**config.mk**
```make
export PLATFORM = sky130hd
export DESIGN_NAME = reqport_guard
export DESIGN_NICKNAME = d
export VERILOG_FILES = /design/src/rtl/portguard_pkg.sv /design/src/rtl/portguard_dp.sv /design/src/rtl/portguard_ctrl.sv /design/src/rtl/reqport_guard.sv
export SDC_FILE = /design/constraint.sdc
export NUM_CORES = 1
export LEC_CHECK = 0
export ABC_AREA = 0
export BUFFER_PORTS_ARGS = -buffer_cell sky130_fd_sc_hd__buf_2
export CORE_MARGIN = 4
export CORE_UTILIZATION = 39
export DETAILED_ROUTE_END_ITERATION = 10
export PLACE_DENSITY_LB_ADDON = 0.25
export SYNTH_ARGS = -nofsm -noshare
export SYNTH_HDL_FRONTEND = slang
export SYNTH_HIERARCHICAL = 1
export SYNTH_SLANG_ARGS = --single-unit
```
**constraint.sdc**
```tcl
create_clock -name clk -period 1.95 [get_ports clk]
set_clock_uncertainty 0.15 [all_clocks]
set_input_delay 0.2925 -clock clk [delete_from_list [all_inputs] [get_ports clk]]
set_output_delay 0.2925 -clock clk [all_outputs]
set_load 0.02 [all_outputs]
```
**src/rtl/portguard_pkg.sv**
```systemverilog
package portguard_pkg;
  // Strobes from the control module to the datapath
  typedef struct packed {
    logic accept;   // request forwarded to the core this cycle
    logic refuse;   // request turned away this cycle
  } portStrobe_t;
endpackage

```
**src/rtl/portguard_dp.sv**
```systemverilog
module portguard_dp
  import portguard_pkg::*;
#(
  parameter int NUM_CAUSES = 4,
  parameter int ADDR_W     = 32,
  parameter int CNT_W      = 16
) (
  input  logic                  clk,
  input  logic                  rstN,
  input  logic [NUM_CAUSES-1:0] causeSet,
  input  logic [NUM_CAUSES-1:0] causeClr,
  input  logic                  reqValid,
  input  logic [ADDR_W-1:0]     reqAddr,
  input  portStrobe_t           strobe,
  output logic [NUM_CAUSES-1:0] causeVec,
  output logic                  anyBlocked,
  output logic                  anyBlockedNext,
  output logic                  coreValid,
  output logic [ADDR_W-1:0]     coreAddr,
  output logic [CNT_W-1:0]      blockedCycles
);
  localparam logic [CNT_W-1:0] CNT_ONE = CNT_W'(1);

  logic [NUM_CAUSES-1:0] causeNext;

  // One register per cause; a set strobe dominates a clear strobe
  for (genvar i = 0; i < NUM_CAUSES; i++) begin : g_cause
    always_comb begin
      if (causeSet[i])      causeNext[i] = 1'b1;
      else if (causeClr[i]) causeNext[i] = 1'b0;
      else                  causeNext[i] = causeVec[i];
    end

    always_ff @(posedge clk or negedge rstN) begin
      if (!rstN) causeVec[i] <= 1'b0;
      else       causeVec[i] <= causeNext[i];
    end

    p_set_wins_r2: assert property (@(posedge clk) disable iff (!rstN)
      causeSet[i] |=> causeVec[i]);
    p_clear_r2: assert property (@(posedge clk) disable iff (!rstN)
      (causeClr[i] && !causeSet[i]) |=> !causeVec[i]);
    p_hold_r2: assert property (@(posedge clk) disable iff (!rstN)
      (!causeClr[i] && !causeSet[i]) |=> $stable(causeVec[i]));
  end

  assign anyBlocked     = |causeVec;
  assign anyBlockedNext = |causeNext;

  // Forward accepted requests to the cache core in the same cycle
  assign coreValid = strobe.accept;
  assign coreAddr  = reqAddr;

  always_comb begin
    if (rstN) begin
      a_fwd_only_valid_r4: assert (!coreValid || reqValid);
      a_refuse_blocks_r4:  assert (!(strobe.refuse && coreValid));
    end
  end

  // Blocked-cycle counter, wrapping
  always_ff @(posedge clk or negedge rstN) begin
    if (!rstN)           blockedCycles <= '0;
    else if (anyBlocked) blockedCycles <= blockedCycles + CNT_ONE;
  end

  p_count_step_r10: assert property (@(posedge clk) disable iff (!rstN)
    anyBlocked |=> (blockedCycles == $past(blockedCycles) + CNT_ONE));
  p_count_hold_r10: assert property (@(posedge clk) disable iff (!rstN)
    !anyBlocked |=> $stable(blockedCycles));
endmodule

```
**src/rtl/portguard_ctrl.sv**
```systemverilog
module portguard_ctrl
  import portguard_pkg::*;
(
  input  logic        clk,
  input  logic        rstN,
  input  logic        reqValid,
  input  logic        anyBlocked,
  input  logic        anyBlockedNext,
  output portStrobe_t strobe,
  output logic        reqReady,
  output logic        retryPulse
);
  logic owedQ;     // a refused requester is owed a retry
  logic pendingQ;  // release seen, pulse scheduled for next edge
  logic pulseQ;
  logic owedNow;
  logic schedule;
  logic fire;

  assign reqReady = !anyBlocked && !owedQ;

  always_comb begin
    strobe.accept = reqValid && reqReady;
    strobe.refuse = reqValid && !reqReady;
  end

  assign owedNow  = owedQ || strobe.refuse;
  // Last cause drops at this edge with a debt outstanding
  assign schedule = anyBlocked && !anyBlockedNext && owedNow;
  // The scheduled pulse survives only if no cause comes back
  assign fire     = pendingQ && !anyBlockedNext;

  always_ff @(posedge clk or negedge rstN) begin
    if (!rstN) begin
      owedQ    <= 1'b0;
      pendingQ <= 1'b0;
      pulseQ   <= 1'b0;
    end else begin
      owedQ    <= fire ? 1'b0 : owedNow;
      pendingQ <= schedule;
      pulseQ   <= fire;
    end
  end

  assign retryPulse = pulseQ;

  p_blocked_not_ready_r3: assert property (@(posedge clk) disable iff (!rstN)
    anyBlocked |-> !reqReady);
  p_refuse_owes_r5: assert property (@(posedge clk) disable iff (!rstN)
    (reqValid && !reqReady) |=> (!reqReady || retryPulse));
  p_pulse_single_r6: assert property (@(posedge clk) disable iff (!rstN)
    retryPulse |=> !retryPulse);
  p_pulse_clears_r7: assert property (@(posedge clk) disable iff (!rstN)
    (retryPulse && !anyBlocked) |-> reqReady);
  p_cancel_r8: assert property (@(posedge clk) disable iff (!rstN)
    (pendingQ && anyBlockedNext) |=> (!retryPulse && !reqReady));
  p_owed_before_pulse_r9: assert property (@(posedge clk) disable iff (!rstN)
    retryPulse |-> $past(owedQ));
  p_pulse_unblocked_r11: assert property (@(posedge clk) disable iff (!rstN)
    retryPulse |-> !anyBlocked);
endmodule

```
**src/rtl/reqport_guard.sv**
```systemverilog
module reqport_guard
  import portguard_pkg::*;
#(
  parameter int NUM_CAUSES = 4,
  parameter int ADDR_W     = 32,
  parameter int CNT_W      = 16
) (
  input  logic                  clk,
  input  logic                  rstN,
  input  logic                  reqValid,
  input  logic [ADDR_W-1:0]     reqAddr,
  output logic                  reqReady,
  output logic                  coreValid,
  output logic [ADDR_W-1:0]     coreAddr,
  input  logic [NUM_CAUSES-1:0] causeSet,
  input  logic [NUM_CAUSES-1:0] causeClr,
  output logic [NUM_CAUSES-1:0] blockCauses,
  output logic                  retryPulse,
  output logic [CNT_W-1:0]      blockedCycles
);
  portStrobe_t strobe;
  logic        anyBlocked;
  logic        anyBlockedNext;

  portguard_ctrl u_ctrl (
    .clk            (clk),
    .rstN           (rstN),
    .reqValid       (reqValid),
    .anyBlocked     (anyBlocked),
    .anyBlockedNext (anyBlockedNext),
    .strobe         (strobe),
    .reqReady       (reqReady),
    .retryPulse     (retryPulse)
  );

  portguard_dp #(
    .NUM_CAUSES (NUM_CAUSES),
    .ADDR_W     (ADDR_W),
    .CNT_W      (CNT_W)
  ) u_dp (
    .clk            (clk),
    .rstN           (rstN),
    .causeSet       (causeSet),
    .causeClr       (causeClr),
    .reqValid       (reqValid),
    .reqAddr        (reqAddr),
    .strobe         (strobe),
    .causeVec       (blockCauses),
    .anyBlocked     (anyBlocked),
    .anyBlockedNext (anyBlockedNext),
    .coreValid      (coreValid),
    .coreAddr       (coreAddr),
    .blockedCycles  (blockedCycles)
  );
endmodule

```
==> results.py, run 1 <==
metrics = {
    "sta": {
        "finalSetupTns_ps": 0,
        "final.period_utilization": 0.997,
        "setup_viol": 0,
        "rsz0062_at_grt": "yes",
        "slew_headroom": 0.667,
        "min_period_ps": 1940,
        "worst_pin_slew_ps": 500,
        "fmax_mhz": 514,
        "slew_violations": 0,
        "finalHoldViolCount": 0,
    },
    "final_layout": {
        "final_area_um2": 1310,
        "stdcell_count": 172,
        "num-fill-cells": 310,
        "syn2layout_area_growth_pct": 6.28,
        "antenna_cells": 0,
        "fin_nets": 173,
        "final_util": 0.430,
        "drive_gt1_frac": 0.398,
    },
    "placement": {
        "place.gp.congestion": 0.774,
        "dpl.hpwl_um": 1820,
        "postPlaceCellArea_um2": 1220,
        "dpl.cell_count": 161,
        "portBuffers": 33,
    },
    "clocking": {
        "htreeDepth": 1,
        "cts_tree": "built",
        "root_buffer": "clkbuf_4",
        "clkTransAtPathRegs_ps": 120,
        "cts_max_path_buffers": 2,
        "cts_buffers": 3,
        "clk_latency_ps": 300,
        "cts.sinks": 23,
    },
    "yosys": {
        "synth_nets": 160,
        "syn_avg_cell_area_um2": 10.6,
        "netlist_area_um2": 1230,
        "syn_inst": 116,
        "synth_warnings": 6,
    },
    "global_routing": {
        "grt_pass1_wl_um": 3910,
        "grt_pass1_vias": 855,
        "grt_usage": 0.120,
        "grt_start_max_net_pins": 24,
        "antenna_found_initial": 0,
        "grt-ovfl-total": 0,
    },
    "routing": {
        "drt_wl_total_um": 2380,
        "initialDrtViolationCount": 23,
        "vias_per_cell": 4.67,
        "vias": 804,
        "drtPass1Iterations": 2,
        "drcViolationCount": 0,
        "post_drt_wl_per_cell_um": 13.8,
        "antenna_left": 0,
    },
    "floorplanning": {
        "io_pins": 98,
        "dieHeight_um": 64.3,
        "die_w_um": 64.3,
        "start_util": 0.405,
        "coreArea_um2": 3050,
        "row_count": 20,
        "die_area_um2": 4130,
    },
    "power_and_ir_drop": {
        "worst_ir_drop_vdd_v": 0.000443,
        "p_leak_nw": 0.659,
        "power_density_nw_per_um2": 1000,
    },
    "setup_path": {
        "start_kind": "flip-flop",
        "cp_max_fo": 3,
        "cp.arrival_ps": 1500,
        "crit_type": "flip-flop to output port",
        "required_ps": 1510,
        "cpPeakStageDelay_ps": 460,
        "path_cells": "nor4_4, inv_2, nor2_4, and2_4, buf_6",
        "worst_path_max_delay_cell": "dfrtp_2",
        "end_kind": "output port",
    },
    "job": {
        "max_cap_viol_count": 0,
    },
    "worst_hold_path": {
        "hp-class": "primary input to flip-flop",
    },
    "outcome": {
        "status": "completed",
    },
}
repair_timing:
item / 4_1_cts / 5_1_grt
pin swaps: 1 / 1
setup buffers: 3 / 3
hold endpoints to repair: 23 / 0
endpoints found under the setup margin: 1 / 2
hold buffers: 1 / 0
gates resized for setup: 3 / 3
critical path, delay by kind of cell, from the launching register on:
family                 cells  cell delay [ps]
AND/OR/NAND/NOR            3              550
flip-flops                 1              460
buffers and inverters      2              190
per-layer routing:
layer,vias up,track usage,part of all wire
met4,0,0.0343,0.016
met3,10,0.0615,0.12
met2,42,0.202,0.45
met1,379,0.132,0.41
li1,373,-,-
met5,-,0,0
area by class of cell:
cell class                      instances  area [µm²]  area share
Timing Repair Buffer                   41         234       0.178
Tap cell                               44        55.1      0.0419
Sequential cell                        23         578       0.440
Inverter                                5        18.8      0.0143
Multi-Input combinational cell         55         400       0.305
Clock buffer                            4        26.3      0.0200
worst paths after layout:
| check | start | depth (start not counted) | slack [ps] | to |
|---|---|---|---|---|
| max | u_dp/causeVec[1]$_DFF_PN0_ | 5 | 5 | coreValid |
| min | causeSet[2] | 2 | 30 | u_dp/causeVec[2]$_DFF_PN0_ |
| max reg2reg | u_dp/causeVec[2]$_DFF_PN0_ | 5 | 130 | u_ctrl/owedQ$_DFF_PN0_ |
| min reg2reg | u_dp/blockedCycles[15]$_DFFE_PN0P_ | 1 | 320 | u_dp/blockedCycles[15]$_DFFE_PN0P_ |
| max in group asynchronous | rstN | 2 | 960 | u_dp/causeVec[1]$_DFF_PN0_ |
| min in group asynchronous | rstN | 2 | 320 | u_dp/blockedCycles[11]$_DFFE_PN0P_ |
report_power, final:
group | switching, mW | leakage (nW) | internal [mW] | total (mW)
clock | 0.134 | 0.0150 | 0.0798 | 0.214
sequential | 0.113 | 0.287 | 0.565 | 0.678
combinational | 0.252 | 0.357 | 0.173 | 0.424
registers in the layout (all words and copies together), names as in the netlist:
signal,flops
u_ctrl/retryPulse,1
u_ctrl/owedQ,1
u_dp/causeVec,4
u_dp/blockedCycles,16
u_ctrl/pendingQ,1
through the flow:
step / power (mW) / worst slack (ps) / hold WS [ps]
floorplan: 1.04 / 52.3 / -153
global placement: 1.11 / 309 / 142
detailed placement: 1.11 / 232 / 148
CTS: 1.34 / 6.75 / 12.4
global route: 1.42 / -69.9 / 16.5
finish: 1.32 / 5.01 / 25.9
cell usage in the layout, fill, tap and decap left out:
master / instances
o41a_1: 1
xor2_1: 4
xnor2_1: 11
and2_1: 2
nor4_4: 1
nor2_4: 1
a21oi_1: 1
and2_4: 2
dlygate4sd3_1: 1
and3_1: 3
buf_6: 1
ha_1: 1
inv_2: 1
a21o_2: 1
nor2b_1: 2
nor3b_1: 1
clkbuf_1: 1
buf_4: 7
nor3_1: 1
and4_1: 1
clkbuf_4: 3
inv_1: 4
nand3_1: 3
a21o_1: 3
dfrtp_1: 21
buf_2: 32
or4_1: 1
nand2_1: 6
nand4_1: 6
nor2_1: 3
dfrtp_2: 2
Power figures use the tool's default switching activity.
==> run 2, diff against run 1 <==
==> constraint.sdc (replaced) <==
create_clock -name clk -period 1.98 [get_ports clk]
set_clock_uncertainty 0.15 [all_clocks]
set_input_delay 0.297 -clock clk [delete_from_list [all_inputs] [get_ports clk]]
set_output_delay 0.297 -clock clk [all_outputs]
set_load 0.02 [all_outputs]
==> run 2 against run 1 <==
First-iteration DRC count grew 26%. Clock power is essentially flat. Utilization is 0.70 points lower. Register-to-register slack improved by 60 ps. Non-clock buffer count decreased by 3. Sequential power is 0.9% lower. Sequential cell count is the same. Global-route usage hardly changed. Critical endpoint unchanged. Largest cell class unchanged.
==> results.py, run 2 (same netlist as run 1, synthesis figures left out) <==
metrics = {
    "setup_path": {
        "cp.arrival_ps": 1500,
        "end_kind": "output port",
        "cp_max_fo": 4,
        "required_ps": 1530,
        "start_kind": "flip-flop",
        "r2r_cells": 5,
        "crit_type": "flip-flop to output port",
    },
    "sta": {
        "setup_viol": 0,
        "fmax_mhz": 514,
        "final.period_utilization": 0.983,
        "slew_headroom": 0.666,
        "rsz0062_at_grt": "yes",
        "finalSetupTns_ps": 0,
        "slew_violations": 0,
        "finalHoldViolCount": 0,
        "min_period_ps": 1950,
        "worst_pin_slew_ps": 501,
    },
    "global_routing": {
        "grt_usage": 0.120,
        "grt_pass1_wl_um": 3960,
        "grt_start_max_net_pins": 24,
        "grt_pass1_vias": 893,
        "antenna_found_initial": 0,
        "grt-ovfl-total": 0,
    },
    "placement": {
        "portBuffers": 33,
        "dpl.hpwl_um": 1740,
        "dpl.cell_count": 161,
        "place.gp.congestion": 0.752,
    },
    "routing": {
        "vias": 816,
        "met1_length_um": 953,
        "post_drt_wl_per_cell_um": 13.7,
        "drcViolationCount": 0,
        "drtPass1Iterations": 4,
        "highest_layer": "met4",
        "drt_wl_total_um": 2320,
        "antenna_left": 0,
        "initialDrtViolationCount": 29,
        "met3WireLength_um": 224,
        "vias_per_cell": 4.83,
        "dr_wl_met2_um": 1080,
    },
    "clocking": {
        "clkTransAtPathRegs_ps": 120,
        "htreeDepth": 1,
        "cts_max_path_buffers": 2,
        "root_buffer": "clkbuf_4",
        "cts_buffers": 3,
        "cts.sinks": 23,
        "cts_tree": "built",
        "clk_latency_ps": 300,
    },
    "worst_hold_path": {
        "hold_path_depth": 2,
        "hp-class": "primary input to flip-flop",
    },
    "power_and_ir_drop": {
        "power_density_nw_per_um2": 1000,
        "p_total_mw": 1.30,
        "p_leak_nw": 0.645,
        "power_switching_share": 0.381,
        "comb_power_share": 0.318,
        "worst_ir_drop_vdd_v": 0.000500,
        "internal_power_mw": 0.803,
        "p_seq_frac": 0.518,
        "switching_power_mw": 0.494,
        "clockPowerShare": 0.164,
    },
    "floorplanning": {
        "die_area_um2": 4130,
        "die_w_um": 64.3,
        "io_pins": 98,
        "row_count": 20,
        "dieHeight_um": 64.3,
        "coreArea_um2": 3050,
        "start_util": 0.405,
    },
    "final_layout": {
        "top_regs": "u_dp/blockedCycles x16, u_dp/causeVec x4",
        "final_common_cell": "buf_2",
        "syn2layout_area_growth_pct": 4.56,
        "antenna_cells": 0,
        "final_util": 0.423,
        "regMostFlops": "u_dp/blockedCycles",
        "largest_register_ffs": 16,
        "drive_gt1_frac": 0.368,
        "stdcell_count": 169,
        "fin_nets": 170,
        "final_cell_mix": "buf_2, dfrtp_1, xnor2_1, nand4_1, nand2_1",
    },
    "job": {
        "max_cap_viol_count": 0,
    },
    "outcome": {
        "status": "completed",
    },
}
==> run 2: power by group through the flow <==
stage | registers, mW | logic [mW] | clock network (mW)
final | 0.672 | 0.412 | 0.213
after global routing | 0.696 | 0.455 | 0.253
after CTS | 0.675 | 0.420 | 0.225
after detailed placement | 0.686 | 0.410 | 0
after global placement | 0.681 | 0.410 | 0
after floorplan | 0.762 | 0.260 | 0
==> run 2: path summary, 6_finish.rpt <==
path                                                    start                            endpoint  slack (ps)
hold / removal                                    causeSet[1]          u_dp/causeVec[1]$_DFF_PN0_          40
max in group asynchronous                                rstN          u_dp/causeVec[3]$_DFF_PN0_         990
hold reg to reg            u_dp/blockedCycles[15]$_DFFE_PN0P_  u_dp/blockedCycles[15]$_DFFE_PN0P_         330
min in group asynchronous                                rstN   u_dp/blockedCycles[4]$_DFFE_PN0P_         330
setup / recovery                   u_dp/causeVec[3]$_DFF_PN0_                           coreValid          30
setup reg to reg                   u_dp/causeVec[2]$_DFF_PN0_              u_ctrl/owedQ$_DFF_PN0_         190
==> run 2: per-stage QoR <==
stage          worst slack, ps  hold WS (ps)  cell area (µm²)
6_report                  34.2          41.0             1290
5_1_grt                   -101          22.0             1290
4_1_cts                   10.5          12.8             1270
3_5_place_dp               289           152             1210
3_3_place_gp               343           148             1210
2_1_floorplan             16.1          -149             1230
==> run 2: repair_timing <==
item,CTS,global route
pin swaps,0,1
setup buffers,2,0
resized for setup,2,4
setup endpoints to repair,1,2
hold buffers,1,1
hold endpoints to repair,23,1
==> run 2: final cells by class <==
type	count	area, µm²
flip-flops and latches	23	577
well taps	44	55.1
clock buffers	4	26.3
fillers	310	1760
repair buffers	38	214
multi-input cells	55	400
inverters	5	18.8
==> run 2: worst max-delay path, cell delays in order (launching register included) <==
cell,delay [ps]
dfrtp_2,450
nor4_4,310
inv_2,100
nor2_4,90
and2_4,140
buf_6,110
==> run 2: per-layer routing <==
| layer | up-vias | track usage |
|---|---|---|
| met5 | - | 0 |
| met4 | 0 | 0.0449 |
| met3 | 14 | 0.0545 |
| met2 | 37 | 0.198 |
| met1 | 399 | 0.136 |
| li1 | 366 | - |
==> run 3, diff against run 2 <==
--- a/config.mk
+++ b/config.mk
@@ -7,6 +7,8 @@
 export LEC_CHECK = 0
 export ABC_AREA = 0
 export BUFFER_PORTS_ARGS = -buffer_cell sky130_fd_sc_hd__buf_2
+export CAP_MARGIN = 20
+export CORE_ASPECT_RATIO = 0.7
 export CORE_MARGIN = 4
 export CORE_UTILIZATION = 39
 export DETAILED_ROUTE_END_ITERATION = 10
==> run 3 against run 2 <==
Sequential cell count did not move. Via count is 1.2% lower. Power grew 5.5%. Design area down 0.78%. Global-route usage shrank 0.35 points. Critical path depth is the same. Count of clock-buffer cells in the layout fell by 1. Die area is 0.35% higher. First-iteration DRC count is 3.4% higher. Largest cell class unchanged. Largest power group unchanged.
==> results.py, run 3 (same netlist as run 1, synthesis figures left out) <==
metrics = {
    "clocking": {
        "cts_tree": "built",
        "clkTransAtPathRegs_ps": 80,
        "root_buffer": "clkbuf_8",
        "htreeDepth": 1,
        "cts.sinks": 23,
        "cts_buffers": 3,
        "clk_latency_ps": 260,
        "cts_max_path_buffers": 2,
    },
    "sta": {
        "finalSetupTns_ps": 0,
        "setup_viol": 0,
        "finalHoldViolCount": 0,
        "min_period_ps": 1900,
        "rsz0062_at_grt": "yes",
        "final.period_utilization": 0.957,
        "fin_ws_ps": 84.2,
        "fmax_mhz": 527,
        "slew_violations": 0,
        "slew_headroom": 0.655,
        "whs_ps": 74.3,
        "worst_pin_slew_ps": 518,
    },
    "setup_path": {
        "start_kind": "flip-flop",
        "cp.arrival_ps": 1450,
        "crit_type": "flip-flop to output port",
        "cp_max_fo": 3,
        "required_ps": 1530,
        "end_kind": "output port",
    },
    "routing": {
        "vias_per_cell": 5.04,
        "drtPass1Iterations": 4,
        "initialDrtViolationCount": 30,
        "post_drt_wl_per_cell_um": 15.0,
        "drcViolationCount": 0,
        "drt_wl_total_um": 2400,
        "vias": 806,
        "antenna_left": 0,
    },
    "global_routing": {
        "grt-ovfl-total": 0,
        "grt_usage": 0.117,
        "grt_pass1_wl_um": 3640,
        "grt_start_max_net_pins": 24,
        "grt_pass1_vias": 791,
        "antenna_found_initial": 0,
    },
    "floorplanning": {
        "io_pins": 98,
        "die_w_um": 75.3,
        "dieHeight_um": 55.1,
        "coreArea_um2": 2900,
        "row_count": 16,
        "die_area_um2": 4150,
        "start_util": 0.425,
    },
    "placement": {
        "place.gp.congestion": 0.766,
        "dp_slack_ps": 268,
        "dpl.hpwl_um": 1850,
        "dpl.cell_count": 153,
        "portBuffers": 33,
    },
    "power_and_ir_drop": {
        "p_leak_nw": 0.648,
        "worst_ir_drop_vdd_v": 0.000584,
        "power_density_nw_per_um2": 1070,
    },
    "final_layout": {
        "regMostFlops": "u_dp/blockedCycles",
        "fin_nets": 169,
        "final_util": 0.441,
        "drive_gt1_frac": 0.379,
        "final_cell_mix": "buf_2, dfrtp_1, xnor2_1, nand4_1, nand2_1",
        "antenna_cells": 0,
        "largest_register_ffs": 16,
        "syn2layout_area_growth_pct": 3.75,
        "num-fill-cells": 300,
        "top_regs": "u_dp/blockedCycles x16, u_dp/causeVec x4",
        "final_common_cell": "buf_2",
        "stdcell_count": 160,
    },
    "job": {
        "max_cap_viol_count": 0,
    },
    "worst_hold_path": {
        "hp-class": "primary input to flip-flop",
    },
    "outcome": {
        "status": "completed",
    },
}
run 3: what timing repair did:
action / in CTS / in global routing
hold buffers: 1 / 0
endpoints found under the setup margin: 0 / 1
buffers inserted: 0 / 2
resized for setup: 0 / 4
endpoints found under the hold margin: 23 / 0
run 3: metrics by stage:
stage	area [µm²]	power (mW)
6_report	1280	1.37
5_1_grt	1280	1.47
4_1_cts	1260	1.39
3_5_place_dp	1200	1.09
3_3_place_gp	1200	1.08
2_1_floorplan	1230	1.02
run 3: worst max-delay path, cell delays in order, from the launching register on:
cell and delay [ps]:
dfrtp_2 440, nor4_4 310, inv_2 80, nor2_2 90
and2_1 130, buf_4 130
run 3: worst paths after layout:
kind                                                    start                            endpoint  slack [ps]  depth (start not counted)
max in group asynchronous                                rstN          u_dp/causeVec[2]$_DFF_PN0_         920                          2
max                                u_dp/causeVec[1]$_DFF_PN0_                           coreValid          80                          5
min                                               causeSet[3]          u_dp/causeVec[3]$_DFF_PN0_          70                          2
min reg2reg                u_dp/blockedCycles[15]$_DFFE_PN0P_  u_dp/blockedCycles[15]$_DFFE_PN0P_         330                          1
min in group asynchronous                                rstN  u_dp/blockedCycles[10]$_DFFE_PN0P_         380                          2
max reg2reg                        u_dp/causeVec[2]$_DFF_PN0_              u_ctrl/owedQ$_DFF_PN0_         280                          4
run 3: layout make-up:
| cell class | instances | area, µm² | area share |
|---|---|---|---|
| clock buffer | 3 | 41.3 | 0.0322 |
| inverter | 5 | 18.8 | 0.0146 |
| sequential | 23 | 578 | 0.451 |
| multi-input combinational | 55 | 393 | 0.307 |
| timing repair buffer | 37 | 200 | 0.156 |
| tap | 36 | 45.0 | 0.0352 |
| clock inverter | 1 | 5.00 | 0.00391 |
run 3: power by group:
group	switching [mW]	internal (mW)
clock	0.151	0.140
sequential	0.110	0.557
combinational	0.244	0.165
run 3: layer usage:
metal | wire, µm | GRT usage | up-vias | part of all wire
met4 | 168 | 0.0698 | 0 | 0.070
met1 | 1020 | 0.151 | 371 | 0.42
met2 | 927 | 0.165 | 38 | 0.39
li1 | - | - | 365 | -
met5 | 0 | 0 | - | 0
met3 | 284 | 0.0469 | 32 | 0.12
